--- src/rtl/dbg_pkg.sv ---
package dbg_pkg;
  localparam int unsigned DW = 8;

  localparam logic [1:0] IDX_MODE = 2'd0;
  localparam logic [1:0] IDX_MASK = 2'd1;
  localparam logic [1:0] IDX_CLO  = 2'd2;
  localparam logic [1:0] IDX_CHI  = 2'd3;

  localparam int unsigned MB_ROM   = 0;
  localparam int unsigned MB_MADDR = 1;
  localparam int unsigned MB_MDATA = 2;
  localparam int unsigned MB_QWR   = 3;
  localparam int unsigned MB_QRD   = 4;
  localparam int unsigned MB_CWR   = 5;
  localparam int unsigned MB_CRD   = 6;
  localparam int unsigned MB_STEP  = 7;

  typedef struct packed {
    logic [DW-1:0] mode;
    logic [DW-1:0] mask;
    logic [DW-1:0] clo;
    logic [DW-1:0] chi;
  } dbg_cfg_t;
endpackage

--- src/rtl/dbg_regs.sv ---
module dbg_regs
  import dbg_pkg::*;
(
  input  logic          clk_i,
  input  logic          rst_ni,
  input  logic          idx_we_i,
  input  logic          dat_we_i,
  input  logic [DW-1:0] wdata_i,
  input  logic          cause_rd_i,
  input  logic          cause_wr_i,
  output dbg_cfg_t      cfg_o,
  output logic          mode_we_o,
  output logic [DW-1:0] rdata_o
);
  localparam logic [DW-1:0] MODE_KEEP = DW'((1 << (MB_STEP + 1)) - 1)
                                      & ~DW'(1 << MB_CWR) & ~DW'(1 << MB_CRD);

  logic [1:0] idx_q;
  dbg_cfg_t   cfg_q;

  assign mode_we_o = dat_we_i && (idx_q == IDX_MODE);

  always_ff @(posedge clk_i or negedge rst_ni) begin
    if (!rst_ni) begin
      idx_q <= '0;
      cfg_q <= '0;
    end else begin
      if (idx_we_i) idx_q <= wdata_i[1:0];
      if (dat_we_i) begin
        unique case (idx_q)
          IDX_MODE: cfg_q.mode <= wdata_i & MODE_KEEP;
          IDX_MASK: cfg_q.mask <= wdata_i;
          IDX_CLO:  cfg_q.clo  <= wdata_i;
          default:  cfg_q.chi  <= wdata_i;
        endcase
      end
    end
  end

  assign cfg_o = cfg_q;

  always_comb begin
    unique case (idx_q)
      IDX_MODE: begin
        rdata_o         = cfg_q.mode;
        rdata_o[MB_CRD] = cause_rd_i;
        rdata_o[MB_CWR] = cause_wr_i;
      end
      IDX_MASK: rdata_o = cfg_q.mask;
      IDX_CLO:  rdata_o = cfg_q.clo;
      default:  rdata_o = cfg_q.chi;
    endcase
  end

  a_r7_cause_bits_not_stored: assert property (@(posedge clk_i) disable iff (!rst_ni)
    mode_we_o |=> (cfg_o.mode[MB_CRD] == 1'b0 && cfg_o.mode[MB_CWR] == 1'b0));
endmodule

--- src/rtl/dbg_match.sv ---
module dbg_match
  import dbg_pkg::*;
#(
  parameter int unsigned ROM_AW = 15,
  parameter int unsigned MAW    = 8
) (
  input  dbg_cfg_t          cfg_i,
  input  logic              fetch_i,
  input  logic [ROM_AW-1:0] fetch_addr_i,
  input  logic              mem_rd_i,
  input  logic              mem_wr_i,
  input  logic [MAW-1:0]    mem_addr_i,
  input  logic [DW-1:0]     mem_data_i,
  input  logic              insn_done_i,
  output logic              rom_hit_o,
  output logic              rd_hit_o,
  output logic              wr_hit_o,
  output logic              step_hit_o
);
  localparam int unsigned HI_W = ROM_AW - DW;

  logic [ROM_AW-1:0] rom_target;
  logic              mem_mode, addr_ok, data_ok;

  assign rom_target = {cfg_i.chi[HI_W-1:0], cfg_i.clo};
  assign rom_hit_o  = cfg_i.mode[MB_ROM] && fetch_i && (fetch_addr_i == rom_target);

  // memory compares run only when the compare registers are not holding a ROM address
  assign mem_mode = !cfg_i.mode[MB_ROM] && (cfg_i.mode[MB_MADDR] || cfg_i.mode[MB_MDATA]);
  assign addr_ok  = !cfg_i.mode[MB_MADDR] || (mem_addr_i == cfg_i.clo[MAW-1:0]);
  assign data_ok  = !cfg_i.mode[MB_MDATA] || (((mem_data_i ^ cfg_i.chi) & cfg_i.mask) == '0);

  assign rd_hit_o   = mem_mode && addr_ok && data_ok && mem_rd_i && cfg_i.mode[MB_QRD];
  assign wr_hit_o   = mem_mode && addr_ok && data_ok && mem_wr_i && cfg_i.mode[MB_QWR];
  assign step_hit_o = cfg_i.mode[MB_STEP] && insn_done_i;
endmodule

--- src/rtl/dbg_trap_gen.sv ---
module dbg_trap_gen (
  input  logic clk_i,
  input  logic rst_ni,
  input  logic rom_hit_i,
  input  logic rd_hit_i,
  input  logic wr_hit_i,
  input  logic step_hit_i,
  input  logic mode_we_i,
  output logic trap_o,
  output logic cause_rd_o,
  output logic cause_wr_o
);
  always_ff @(posedge clk_i or negedge rst_ni) begin
    if (!rst_ni) begin
      trap_o     <= 1'b0;
      cause_rd_o <= 1'b0;
      cause_wr_o <= 1'b0;
    end else begin
      trap_o <= rom_hit_i || rd_hit_i || wr_hit_i || step_hit_i;
      if (mode_we_i) begin
        cause_rd_o <= 1'b0;
        cause_wr_o <= 1'b0;
      end else begin
        if (rd_hit_i) cause_rd_o <= 1'b1;
        if (wr_hit_i) cause_wr_o <= 1'b1;
      end
    end
  end

  a_r7_clear_on_mode_write: assert property (@(posedge clk_i) disable iff (!rst_ni)
    mode_we_i |=> (!cause_rd_o && !cause_wr_o));
  a_r7_rd_cause_sets: assert property (@(posedge clk_i) disable iff (!rst_ni)
    (rd_hit_i && !mode_we_i) |=> cause_rd_o);
  a_r8_trap_follows_hit: assert property (@(posedge clk_i) disable iff (!rst_ni)
    (rd_hit_i || wr_hit_i) |=> trap_o);
endmodule

--- src/rtl/dbg_trap_unit.sv ---
module dbg_trap_unit
  import dbg_pkg::*;
#(
  parameter int unsigned ROM_AW = 15,
  parameter int unsigned MAW    = 8
) (
  input  logic              clk_i,
  input  logic              rst_ni,
  input  logic              idx_we_i,
  input  logic              dat_we_i,
  input  logic [DW-1:0]     wdata_i,
  output logic [DW-1:0]     rdata_o,
  input  logic              fetch_i,
  input  logic [ROM_AW-1:0] fetch_addr_i,
  input  logic              mem_rd_i,
  input  logic              mem_wr_i,
  input  logic [MAW-1:0]    mem_addr_i,
  input  logic [DW-1:0]     mem_data_i,
  input  logic              insn_done_i,
  output logic              trap_o
);
  dbg_cfg_t cfg;
  logic     mode_we, cause_rd, cause_wr;
  logic     rom_hit, rd_hit, wr_hit, step_hit;

  dbg_regs u_regs (
    .clk_i, .rst_ni, .idx_we_i, .dat_we_i, .wdata_i,
    .cause_rd_i(cause_rd), .cause_wr_i(cause_wr),
    .cfg_o(cfg), .mode_we_o(mode_we), .rdata_o
  );

  dbg_match #(.ROM_AW(ROM_AW), .MAW(MAW)) u_match (
    .cfg_i(cfg), .fetch_i, .fetch_addr_i, .mem_rd_i, .mem_wr_i,
    .mem_addr_i, .mem_data_i, .insn_done_i,
    .rom_hit_o(rom_hit), .rd_hit_o(rd_hit), .wr_hit_o(wr_hit), .step_hit_o(step_hit)
  );

  dbg_trap_gen u_trap (
    .clk_i, .rst_ni, .rom_hit_i(rom_hit), .rd_hit_i(rd_hit), .wr_hit_i(wr_hit),
    .step_hit_i(step_hit), .mode_we_i(mode_we),
    .trap_o, .cause_rd_o(cause_rd), .cause_wr_o(cause_wr)
  );

  a_r10_disabled_no_trap: assert property (@(posedge clk_i) disable iff (!rst_ni)
    (cfg.mode == '0) |=> !trap_o);
  a_r9_step_traps: assert property (@(posedge clk_i) disable iff (!rst_ni)
    (cfg.mode[MB_STEP] && insn_done_i) |=> trap_o);
  a_r3_rom_mode_ignores_mem: assert property (@(posedge clk_i) disable iff (!rst_ni)
    (cfg.mode[MB_ROM] && !fetch_i && !(cfg.mode[MB_STEP] && insn_done_i)) |=> !trap_o);
  a_r6_one_cause_source: assert property (@(posedge clk_i) disable iff (!rst_ni)
    !(rd_hit && !mem_rd_i) && !(wr_hit && !mem_wr_i));
endmodule

--- config.mk ---
export PLATFORM = sky130hd
export DESIGN_NAME = dbg_trap_unit
export DESIGN_NICKNAME = d
export VERILOG_FILES = /design/src/rtl/dbg_pkg.sv /design/src/rtl/dbg_regs.sv /design/src/rtl/dbg_match.sv /design/src/rtl/dbg_trap_gen.sv /design/src/rtl/dbg_trap_unit.sv
export SDC_FILE = /design/constraint.sdc
export NUM_CORES = 1
export LEC_CHECK = 0
export CAP_MARGIN = 0
export CELL_PAD_IN_SITES_DETAIL_PLACEMENT = 1
export CELL_PAD_IN_SITES_GLOBAL_PLACEMENT = 1
export CORE_MARGIN = 8
export CORE_UTILIZATION = 38
export DETAILED_ROUTE_END_ITERATION = 8
export PLACE_DENSITY_LB_ADDON = 0.12
export SYNTH_ARGS = -nofsm -noshare
export SYNTH_HDL_FRONTEND = slang
export SYNTH_HIERARCHICAL = 1
export SYNTH_SLANG_ARGS = --single-unit
--- constraint.sdc ---
create_clock -name clk_i -period 1.77 [get_ports clk_i]
set_input_delay 0.354 -clock clk_i [delete_from_list [all_inputs] [get_ports clk_i]]
set_output_delay 0.354 -clock clk_i [all_outputs]
set_load 0.02 [all_outputs]
==> results of run 1 <==
-- stage by stage --
| stage | hold slack (ns) | util | cells | area, sq um |
|---|---|---|---|---|
| after CTS | 0.509 | 0.598 | 307 | 3010 |
| after floorplan | 0.0584 | - | 136 | 1960 |
| final | 0.494 | 0.629 | 310 | 3170 |
| after global placement | 0.498 | 0.575 | 300 | 2900 |
| after detailed placement | 0.530 | 0.575 | 300 | 2900 |
| after global routing | 0.540 | 0.629 | 310 | 3170 |
-- repair_timing --
action / CTS / global route
setup endpoints to repair: 11 / 11
resized for setup: 68 / 23
pin swaps: 13 / 9
setup buffers: 0 / 3
-- cells in the final DEF, fill, tap and decap left out, types with 2 or more instances in the layout --
cell             instances
a22oi_2                  4
buf_4                   38
nor4_2                   2
clkdlybuf4s50_1         40
dfrtp_1                 35
xor2_2                  12
nor4_4                   2
nand2_1                  2
nand4_1                  4
mux4_2                   8
xor2_1                   6
mux2_2                  32
clkbuf_8                 6
nand3b_2                 2
dlymetal6s2s_1           4
xnor2_1                 13
buf_6                   13
dlygate4sd2_1            3
-- sequential cells by signal, summed over array words and instances (netlist names) --
register,cells
u_trap/cause_wr_o,1
u_regs/idx_q,2
u_regs/cfg_o,30
u_trap/trap_o,1
u_trap/cause_rd_o,1
-- cell type report --
cell class	instances	area, sq um	share of cell area
repair buffers	99	928	0.293
inverters	1	3.75	0.00118
clock inverters	1	5.00	0.00158
multi-input cells	98	1190	0.375
clock buffers	6	82.6	0.0260
well taps	70	87.6	0.0276
flip-flops and latches	35	876	0.276
-- per-layer routing --
metal / vias to the layer above / wire length (microns)
met5: - / 0
met4: 0 / 46
met3: 6 / 340
met2: 44 / 3360
met1: 762 / 2440
li1: 702 / -
-- worst max path at each step --
stage	start	to	slack (ns)	cells past startpoint
6_report	u_regs/idx_q[0]	rdata_o[0]	-0.10	3
5_1_grt	u_regs/idx_q[0]	rdata_o[0]	-0.14	3
4_1_cts	u_regs/idx_q[0]	rdata_o[0]	-0.11	3
3_5_place_dp	mem_data_i[6]	u_trap/trap_o	-0.41	6
3_3_place_gp	mem_data_i[7]	u_trap/trap_o	-0.32	6
2_1_floorplan	u_regs/idx_q[0]	rdata_o[0]	0.17	2
-- power groups by stage --
stage	sequential, mW	combinational, mW	clock (mW)
4_1_cts	1.18	1.69	0.594
3_3_place_gp	1.15	1.53	0
5_1_grt	1.21	1.95	0.624
3_5_place_dp	1.18	1.58	0
2_1_floorplan	1.21	0.712	0
6_report	1.18	1.82	0.574
-- worst max-delay path, cell delays in order, from the launching register on --
cell	delay (ns)
dfrtp_1	0.39
buf_6	0.16
mux4_2	0.53
buf_6	0.15
==> impl_results.md, run 1 <==
- Pin count of the biggest net entering global routing: 36
- # nets final: 287
- FF-to-FF End: u_trap/cause_rd_o
- Post-Syn Nets: 183
- DR iter-0 viols: 38
- Min cycle time layout: 1.87 ns
- Worst-path clk slew: 0.06 ns
- Vias in the first global route: 1828
- Status: finished with violations
- Skew final: 0.00316 ns
- Met3 Resource Use GR: 0.0413
- Clock sinks: 35
- Total gr overflow: 0
- Number of synthesis warnings: 6
- PwrDens: 1130 mW/mm^2
- Clock share of power: 0.161
- Critical Path RT: 1.42 ns
- Critical Path Source Type: flip-flop
- Normalized max-slew margin: 0.696
- Failing checks: setup timing
- Initial antenna violation count: 0
- # diodes: 0
- Static Leak: 1.34 nW
- Reg2reg path depth: 7
- Layout area overhead: 61.9%
- Wirelength per Cell: 20.0 microns
- CTS Buf Count: 5
- Routing usage on met2: 0.304
- Starting Density: 0.389
- Crit Path Max Fanout: 5
- Total power: 3.58 mW
- Hpwl dp: 4770 microns
- Placer Congestion: 0.782
- Reg-to-Reg Start: u_regs/cfg_o[7]
- Die Area: 0.00771 sq mm
- Port bufs: 55
- Reg-to-reg slack, setup: -0.02 ns
- Hold Path Class: in -> async
- DR vias/cell: 4.88
- Switching Share: 0.332
- Unrepaired setup endpoints after global routing: yes
- Met1 track demand over resource: 0.194
- P_int: 2.39 mW
- H-tree Lvls: 2
- Root Buffer: clkbuf_8
- Tcrit/Tclk final: 1.06
- Max Slew Vio Count: 0
- DRC errors left: 0
- Worst setup EP type: output port
- Antenna-violating nets left: 0
- Core Footprint: 0.00504 sq mm
- Layout fillers: 489
- F_max: 534 MHz
- Cts hold-fix bufs: 0
- Share of post-route cells with drive strength above 1: 0.529
- Place WS: -0.412 ns
- Max Cap Violations: 0
- Comb pwr share: 0.509
- Setup TNS: -0.606 ns
- Mapped Cells: 136
- Total track usage: 0.171
- Crit path arrival time: 1.52 ns
- Max Buffers Root-to-Sink: 2
- Final WL: 6190 microns
- Worst Tran Pin Value: 0.456 ns
- Final worst setup slack: -0.102 ns
- Chip height: 87.8 microns
- Skew-Pair Late Insertion Delay: 0.28 ns
- Cell Area, Synth: 0.00196 sq mm
- Seq pwr share: 0.330
- Critical path type: reg -> out
- CTS tree: built
- # IOs: 56
- Total number of vias: 1514
- Maximum vdd drop: 0.615 mV
- Number of endpoints failing setup at the final stage: 10
- Hold Fails Final Rpt: 0
- Gr busiest metal: met2
- Drt first pass iters: 4
- Sw Pwr: 1.19 mW
- Mapped Avg Cell Area: 14.4 sq um
- First-pass GRT wire length: 9770 microns
- Die W: 87.8 microns
- FP Rows: 26
No activity file was read; power rests on OpenSTA's default activity.
==> inputs of run 2 (changes only) <==
--- a/config.mk
+++ b/config.mk
@@ -9,8 +9,10 @@
 export CELL_PAD_IN_SITES_DETAIL_PLACEMENT = 1
 export CELL_PAD_IN_SITES_GLOBAL_PLACEMENT = 1
 export CORE_MARGIN = 8
-export CORE_UTILIZATION = 38
+export CORE_UTILIZATION = 36
+export CTS_BUF_LIST = sky130_fd_sc_hd__clkbuf_2 sky130_fd_sc_hd__clkbuf_4 sky130_fd_sc_hd__clkbuf_8
 export DETAILED_ROUTE_END_ITERATION = 8
+export MAX_ROUTING_LAYER = met4
 export PLACE_DENSITY_LB_ADDON = 0.12
 export SYNTH_ARGS = -nofsm -noshare
 export SYNTH_HDL_FRONTEND = slang
==> constraint.sdc (replaced) <==
create_clock -name clk_i -period 1.5 [get_ports clk_i]
set_input_delay 0.3 -clock clk_i [delete_from_list [all_inputs] [get_ports clk_i]]
set_output_delay 0.3 -clock clk_i [all_outputs]
set_load 0.02 [all_outputs]
==> run 2 against run 1 <==
Against the previous run: the run still ends with setup timing left; combinational power grew 27%; power grew 27%; sequential power grew 22%; register-to-register slack lost 0.32 ns; global-route usage grew 2.9 points; sequential cell count is the same; via count grew 6.5%; clock power grew 37%; routed wire length grew 24%; setup slack lost 0.25 ns; critical path type is now in -> reg; largest power group unchanged.
==> impl_results.md, run 2 (synthesis gave the netlist of run 1 again) <==
- Cts hold-fix bufs: 0 (unchanged)
- Antenna-violating nets left: 0 (unchanged)
- Slowest cell delay on critical path: 0.49 ns (-0.04 ns)
- Setup TNS: -3.51 ns (-2.90 ns)
- Reg2reg path depth: 7 (unchanged)
- FP Rows: 27 (+3.8%)
- Status: finished with violations
- Hpwl dp: 5130 microns (+7.5%)
- Max FFs per register: 30 (unchanged)
- Hold slack: 0.385 ns (-0.108 ns)
- Chip height: 89.8 microns (+2.2%)
- Critical path type: in -> reg
- Static Leak: 1.51 nW (+13%)
- Vias in the first global route: 1970 (+7.8%)
- Root Buffer: clkbuf_8
- Core Footprint: 0.00537 sq mm (+6.5%)
- F_max: 541 MHz
- Buf/Inv on CP: 2 (unchanged)
- # IOs: 56 (unchanged)
- Die Area: 0.00806 sq mm (+4.5%)
- Multi-input logic area: 0.00123 sq mm (+3.9%)
- CTS Buf Count: 5 (unchanged)
- Critical Path RT: 1.64 ns (+0.22 ns)
- Hold Fails Final Rpt: 0 (unchanged)
- H-tree Lvls: 2 (unchanged)
- Total number of vias: 1613 (+6.5%)
- Skew final: 0.00511 ns (+0.00195 ns)
- Total gr overflow: 0 (unchanged)
- Post-Place Cells: 303 (+1.0%)
- Pin count of the biggest net entering global routing: 36 (unchanged)
- Layout Cells excl Fill: 322 (+3.9%)
- Max Buffers Root-to-Sink: 2 (unchanged)
- PwrDens: 1360 mW/mm^2 (+20%)
- Drt first pass iters: 4 (unchanged)
- Slowest CP cell: clkdlybuf4s50_1
- Critical-path cell list: clkdlybuf4s50_1 -> xor2_1 -> a22oi_2 -> a41oi_2 -> buf_4 -> nor4_4 -> or4_1
- Final WL: 7700 microns (+24%)
- Layout fillers: 528 (+8.0%)
- Max Cap Violations: 0 (unchanged)
- Commonest non-fill, non-tap cell in the layout: clkdlybuf4s50_1
- Commonest cells after routing, fill and taps aside: 45 x clkdlybuf4s50_1, 35 x buf_4, 35 x dfrtp_1
- Critical Path Source Type: input port
- Final worst setup slack: -0.349 ns (-0.247 ns)
- CTS tree: built
- Failing checks: setup timing
- # diodes: 0 (unchanged)
- Die W: 89.8 microns (+2.2%)
- Wirelength per Cell: 23.9 microns (+20%)
- Crit-path leading delay family: buffers and inverters
- # nets final: 296 (+3.1%)
- Crit path arrival time: 1.99 ns (+0.47 ns)
- Max Slew Vio Count: 0 (unchanged)
- Unrepaired setup endpoints after global routing: yes
- Layout area overhead: 71.3%
- Worst Tran Pin Value: 0.412 ns (-0.0441 ns)
- Util after Layout: 0.625 (-0.00406)
- DRC errors left: 0 (unchanged)
- Port bufs: 55 (unchanged)
- DR iter-0 viols: 65 (+71%)
- Placer Congestion: 0.793 (+1.5%)
- Skew-Pair Late Insertion Delay: 0.28 ns (about the same)
- Share of post-route cells with drive strength above 1: 0.512 (-0.0172)
- Worst setup EP type: flip-flop
- CP Depth: 7 (+4)
- Maximum vdd drop: 0.750 mV (+22%)
- FF+latch area: 876 sq um (unchanged)
- Total track usage: 0.199 (+0.0285)
- First-pass GRT wire length: 12000 microns (+23%)
- Number of endpoints failing setup at the final stage: 17 (+7)
- Min cycle time layout: 1.85 ns
- Starting Density: 0.365 (-0.0238)
- DR vias/cell: 5.01 (+2.6%)
- Worst-path clk slew: 0.07 ns (about the same)
- Clock sinks: 35 (unchanged)
- Initial antenna violation count: 0 (unchanged)
- Normalized max-slew margin: 0.723 (+0.0269)
- Hold Path Class: in -> async
- Crit Path Max Fanout: 2 (-3)
- Tcrit/Tclk final: 1.23
run 2: changes by cell type in the layout (fill, tap and decap cells not counted), moves of 2 or more:
| cell | change |
|---|---|
| mux2_2 | -27 |
| mux2_4 | +27 |
| buf_6 | +10 |
| xor2_1 | +8 |
| xor2_2 | -8 |
| clkdlybuf4s50_1 | +5 |
| buf_4 | -3 |
| dlymetal6s2s_1 | -3 |
| dlygate4sd2_1 | -2 |
| nand3b_2 | -2 |
| nand3b_4 | +2 |
run 2: power breakdown:
group	internal [mW]	switching [mW]	total (mW)
clock	0.438	0.350	0.787
combinational	1.38	0.941	2.32
sequential	1.21	0.232	1.44
run 2: path summary, 6_finish.rpt:
kind	startpoint	end	slack [ns]
max	mem_data_i[2]	u_trap/trap_o	-0.35
min	rst_ni	u_regs/cfg_o[28]	0.39
max reg2reg	u_regs/cfg_o[13]	u_trap/cause_wr_o	-0.34
min reg2reg	u_regs/cfg_o[9]	u_regs/cfg_o[9]	0.57
max in group asynchronous	rst_ni	u_regs/cfg_o[31]	0.93
min in group clk_i	u_regs/cfg_o[9]	u_regs/cfg_o[9]	0.57
run 2: timing repair:
action | 4_1_cts | 5_1_grt
setup endpoints to repair | 27 | 41
gates resized for setup | 105 | 16
endpoints found under the hold margin | 0 | 0
pin swaps | 9 | 3
gates cloned | 1 | 0
setup buffers | 12 | 3
run 2: stage by stage:
stage          setup WS, ns  total power [mW]  instance area, sq um
2_1_floorplan       -0.0470              2.26                  1960
3_3_place_gp         -0.502              3.16                  2930
3_5_place_dp         -0.556              3.26                  2930
4_1_cts              -0.362              4.43                  3330
5_1_grt              -0.399              4.75                  3360
6_report             -0.349              4.55                  3360
run 2: layer usage:
layer	vias to the layer above	GRT usage	share of wire
met1	837	0.228	0.41
met5	-	-	0
met3	9	0.0274	0.031
li1	724	-	-
met4	0	0.0564	0.012
met2	43	0.353	0.55
run 2: final cells by class:
class	count	area share
multi-input combinational	98	0.368
timing repair buffer	108	0.312
sequential	35	0.261
clock buffer	8	0.0309
tap	72	0.0268
inverter	1	0.00112
==> inputs of run 3 (changes only) <==
--- a/config.mk
+++ b/config.mk
@@ -14,7 +14,9 @@
 export DETAILED_ROUTE_END_ITERATION = 8
 export MAX_ROUTING_LAYER = met4
 export PLACE_DENSITY_LB_ADDON = 0.12
+export REMOVE_ABC_BUFFERS = 1
 export SYNTH_ARGS = -nofsm -noshare
 export SYNTH_HDL_FRONTEND = slang
 export SYNTH_HIERARCHICAL = 1
 export SYNTH_SLANG_ARGS = --single-unit
+export TNS_END_PERCENT = 5
==> run 3 against run 2 <==
Against the previous run: the flow still finishes with violations (setup timing); die area unchanged; cell count down 2.5%; clock skew up 0.0015 ns; utilization down 3.3 points; highest routed layer unchanged; critical path depth down 1; clock-buffer cell count unchanged; setup slack worse by 0.016 ns; sequential cell count unchanged; largest cell class unchanged; final area down 5.3%; first-iteration DRC count up 11%; global-route usage down 2.6 points.
==> impl_results.md, run 3 (synthesis gave the netlist of run 1 again) <==
- Total gr overflow: 0 (unchanged)
- Worst Tran Pin Value: 0.386 ns (-0.0254 ns)
- Number of endpoints failing setup at the final stage: 17 (unchanged)
- Comb pwr share: 0.482 (-0.028)
- Placer Congestion: 0.793 (about the same)
- Min cycle time layout: 1.86 ns (+0.0155 ns)
- # IOs: 56 (unchanged)
- Total number of vias: 1546 (-4.2%)
- Place WS: -0.658 ns (-0.103 ns)
- FF+latch area: 877 sq um (+0.14%)
- Antenna-violating nets left: 0 (unchanged)
- Slowest cell delay on critical path: 0.53 ns (+0.04 ns)
- Static Leak: 1.33 nW (-12%)
- Crit-path leading delay family: simple AND/OR/NAND/NOR gates
- Port bufs: 55 (unchanged)
- Slowest CP cell: or4_1
- Buf/Inv on CP: 1 (-1)
- Max FFs per register: 30 (unchanged)
- Chip height: 89.8 microns (unchanged)
- Crit path arrival time: 2.02 ns (+0.03 ns)
- Failing checks: setup timing
- Clock sinks: 35 (unchanged)
- DRC errors left: 0 (unchanged)
- Total track usage: 0.173 (-0.0260)
- DR iter-0 viols: 72 (+11%)
- Unrepaired setup endpoints after global routing: yes
- P_int: 2.86 mW (-5.6%)
- Max Slew Vio Count: 0 (unchanged)
- Max Cap Violations: 0 (unchanged)
- Critical path type: in -> reg
- Clock share of power: 0.184 (+0.011)
- Drt first pass iters: 4 (unchanged)
- CTS tree: built
- Skew-Pair Late Insertion Delay: 0.29 ns (about the same)
- Critical Path RT: 1.66 ns (+0.02 ns)
- Wirelength per Cell: 21.0 microns (-12%)
- Worst-path clk slew: 0.07 ns (about the same)
- Maximum vdd drop: 0.600 mV (-20%)
- H-tree Lvls: 2 (unchanged)
- # diodes: 0 (unchanged)
- Skew final: 0.00664 ns (+0.00153 ns)
- Worst setup EP type: flip-flop
- Reg-to-reg slack, setup: -0.34 ns (about the same)
- Share of post-route cells with drive strength above 1: 0.521 (+0.00866)
- Multi-input logic area: 0.00116 sq mm (-6.0%)
- Reg2reg path depth: 6 (-1)
- Layout fillers: 532 (+0.76%)
- F_max: 536 MHz (-0.83%)
- Die W: 89.8 microns (unchanged)
- Hpwl dp: 4960 microns (-3.2%)
- DR vias/cell: 4.92 (-1.7%)
- Final WL: 6590 microns (-14%)
- Crit Path Max Fanout: 2 (unchanged)
- CTS Buf Count: 5 (unchanged)
- Root Buffer: clkbuf_8
- Critical-path cell list: clkdlybuf4s50_1 -> xor2_1 -> a22oi_2 -> a41oi_2 -> nor4_2 -> or4_1
- Normalized max-slew margin: 0.742 (+0.0189)
- Hold slack: 0.390 ns (+0.00483 ns)
- Tcrit/Tclk final: 1.24 (+0.0104)
- Final worst setup slack: -0.365 ns (-0.0155 ns)
- Layout area overhead: 62.3%
- Switching Share: 0.332 (-0.00274)
- Commonest non-fill, non-tap cell in the layout: clkdlybuf4s50_1
- First-pass GRT wire length: 10500 microns (-12%)
- CP Depth: 6 (-1)
- Pin count of the biggest net entering global routing: 36 (unchanged)
- Die Area: 0.00806 sq mm (unchanged)
- Core Footprint: 0.00537 sq mm (unchanged)
- Hold Path Class: in -> async
- Sw Pwr: 1.42 mW (-6.7%)
- Hold Fails Final Rpt: 0 (unchanged)
- Status: finished with violations
- Critical Path Source Type: input port
- Starting Density: 0.365 (unchanged)
- Seq pwr share: 0.334 (+0.017)
- Commonest cells after routing, fill and taps aside: 46 x clkdlybuf4s50_1, 37 x buf_4, 34 x dfrtp_1
- Initial antenna violation count: 0 (unchanged)
- FP Rows: 27 (unchanged)
- Max Buffers Root-to-Sink: 2 (unchanged)
- # nets final: 288 (-2.7%)
- Vias in the first global route: 1928 (-2.1%)
- PwrDens: 1350 mW/mm^2 (-0.74%)
run 3: cell types whose count changed in the layout (fill, tap and decap cells not counted), sizes merged:
| cell | previous run | this run |
|---|---|---|
| buf | 61 | 53 |
| clkdlybuf4s50 | 45 | 46 |
| dlymetal6s2s | 1 | 0 |
run 3: power by group through the flow:
stage | combinational [mW] | sequential [mW] | clock (mW)
floorplan | 0.817 | 1.44 | 0
global route | 2.20 | 1.46 | 0.853
finish | 2.06 | 1.43 | 0.787
global placement | 1.80 | 1.39 | 0
CTS | 2.00 | 1.41 | 0.819
detailed placement | 1.86 | 1.41 | 0
run 3: path summary, 6_finish.rpt:
| check | start | to |
|---|---|---|
| min in group clk_i | u_regs/cfg_o[4] | u_regs/cfg_o[4] |
| max | mem_data_i[3] | u_trap/trap_o |
| min reg2reg | u_regs/cfg_o[4] | u_regs/cfg_o[4] |
| min | rst_ni | u_regs/cfg_o[28] |
| max reg2reg | u_regs/cfg_o[0] | u_trap/trap_o |
| max in group asynchronous | rst_ni | u_regs/idx_q[1] |
run 3: timing repair:
| action | CTS | global route |
|---|---|---|
| hold endpoints to repair | 0 | 0 |
| gates resized for setup | 72 | 11 |
| endpoints found under the setup margin | 42 | 25 |
| buffers inserted | 0 | 0 |
| hold buffers | 0 | 0 |
| pin swaps | 4 | 6 |
run 3: per-stage QoR:
step | instances | cell area, sq um | setup TNS, ns | util | power, mW
after floorplan | 134 | 1940 | -1.27 | - | 2.25
after global placement | 306 | 2940 | -7.02 | 0.548 | 3.19
after detailed placement | 306 | 2940 | -8.24 | 0.548 | 3.27
after CTS | 314 | 3110 | -3.45 | 0.579 | 4.24
after global routing | 314 | 3180 | -4.40 | 0.592 | 4.51
final | 314 | 3180 | -3.45 | 0.592 | 4.28
run 3: routing by layer:
layer	GRT usage	up-vias	wire length (microns)
li1	-	708	-
met1	0.181	787	2580
met2	0.312	41	3630
met3	0.0357	10	268
met4	0.0663	0	119
met5	-	-	0
run 3: area by class of cell:
class                           instances  area share
Tap cell                               72      0.0283
Timing Repair Buffer                  100       0.297
Multi-Input combinational cell         98       0.365
Inverter                                1     0.00118
Sequential cell                        35       0.276
Clock buffer                            8      0.0327
run 3: worst reg2reg max path: cells and delay by family, from the launching register on:
kind | cells | cell delay, ns
buf+inv | 1 | 0.16
xor+xnor | 1 | 0.14
compound gates | 2 | 0.37
flops | 1 | 0.40
simple gates | 2 | 0.63
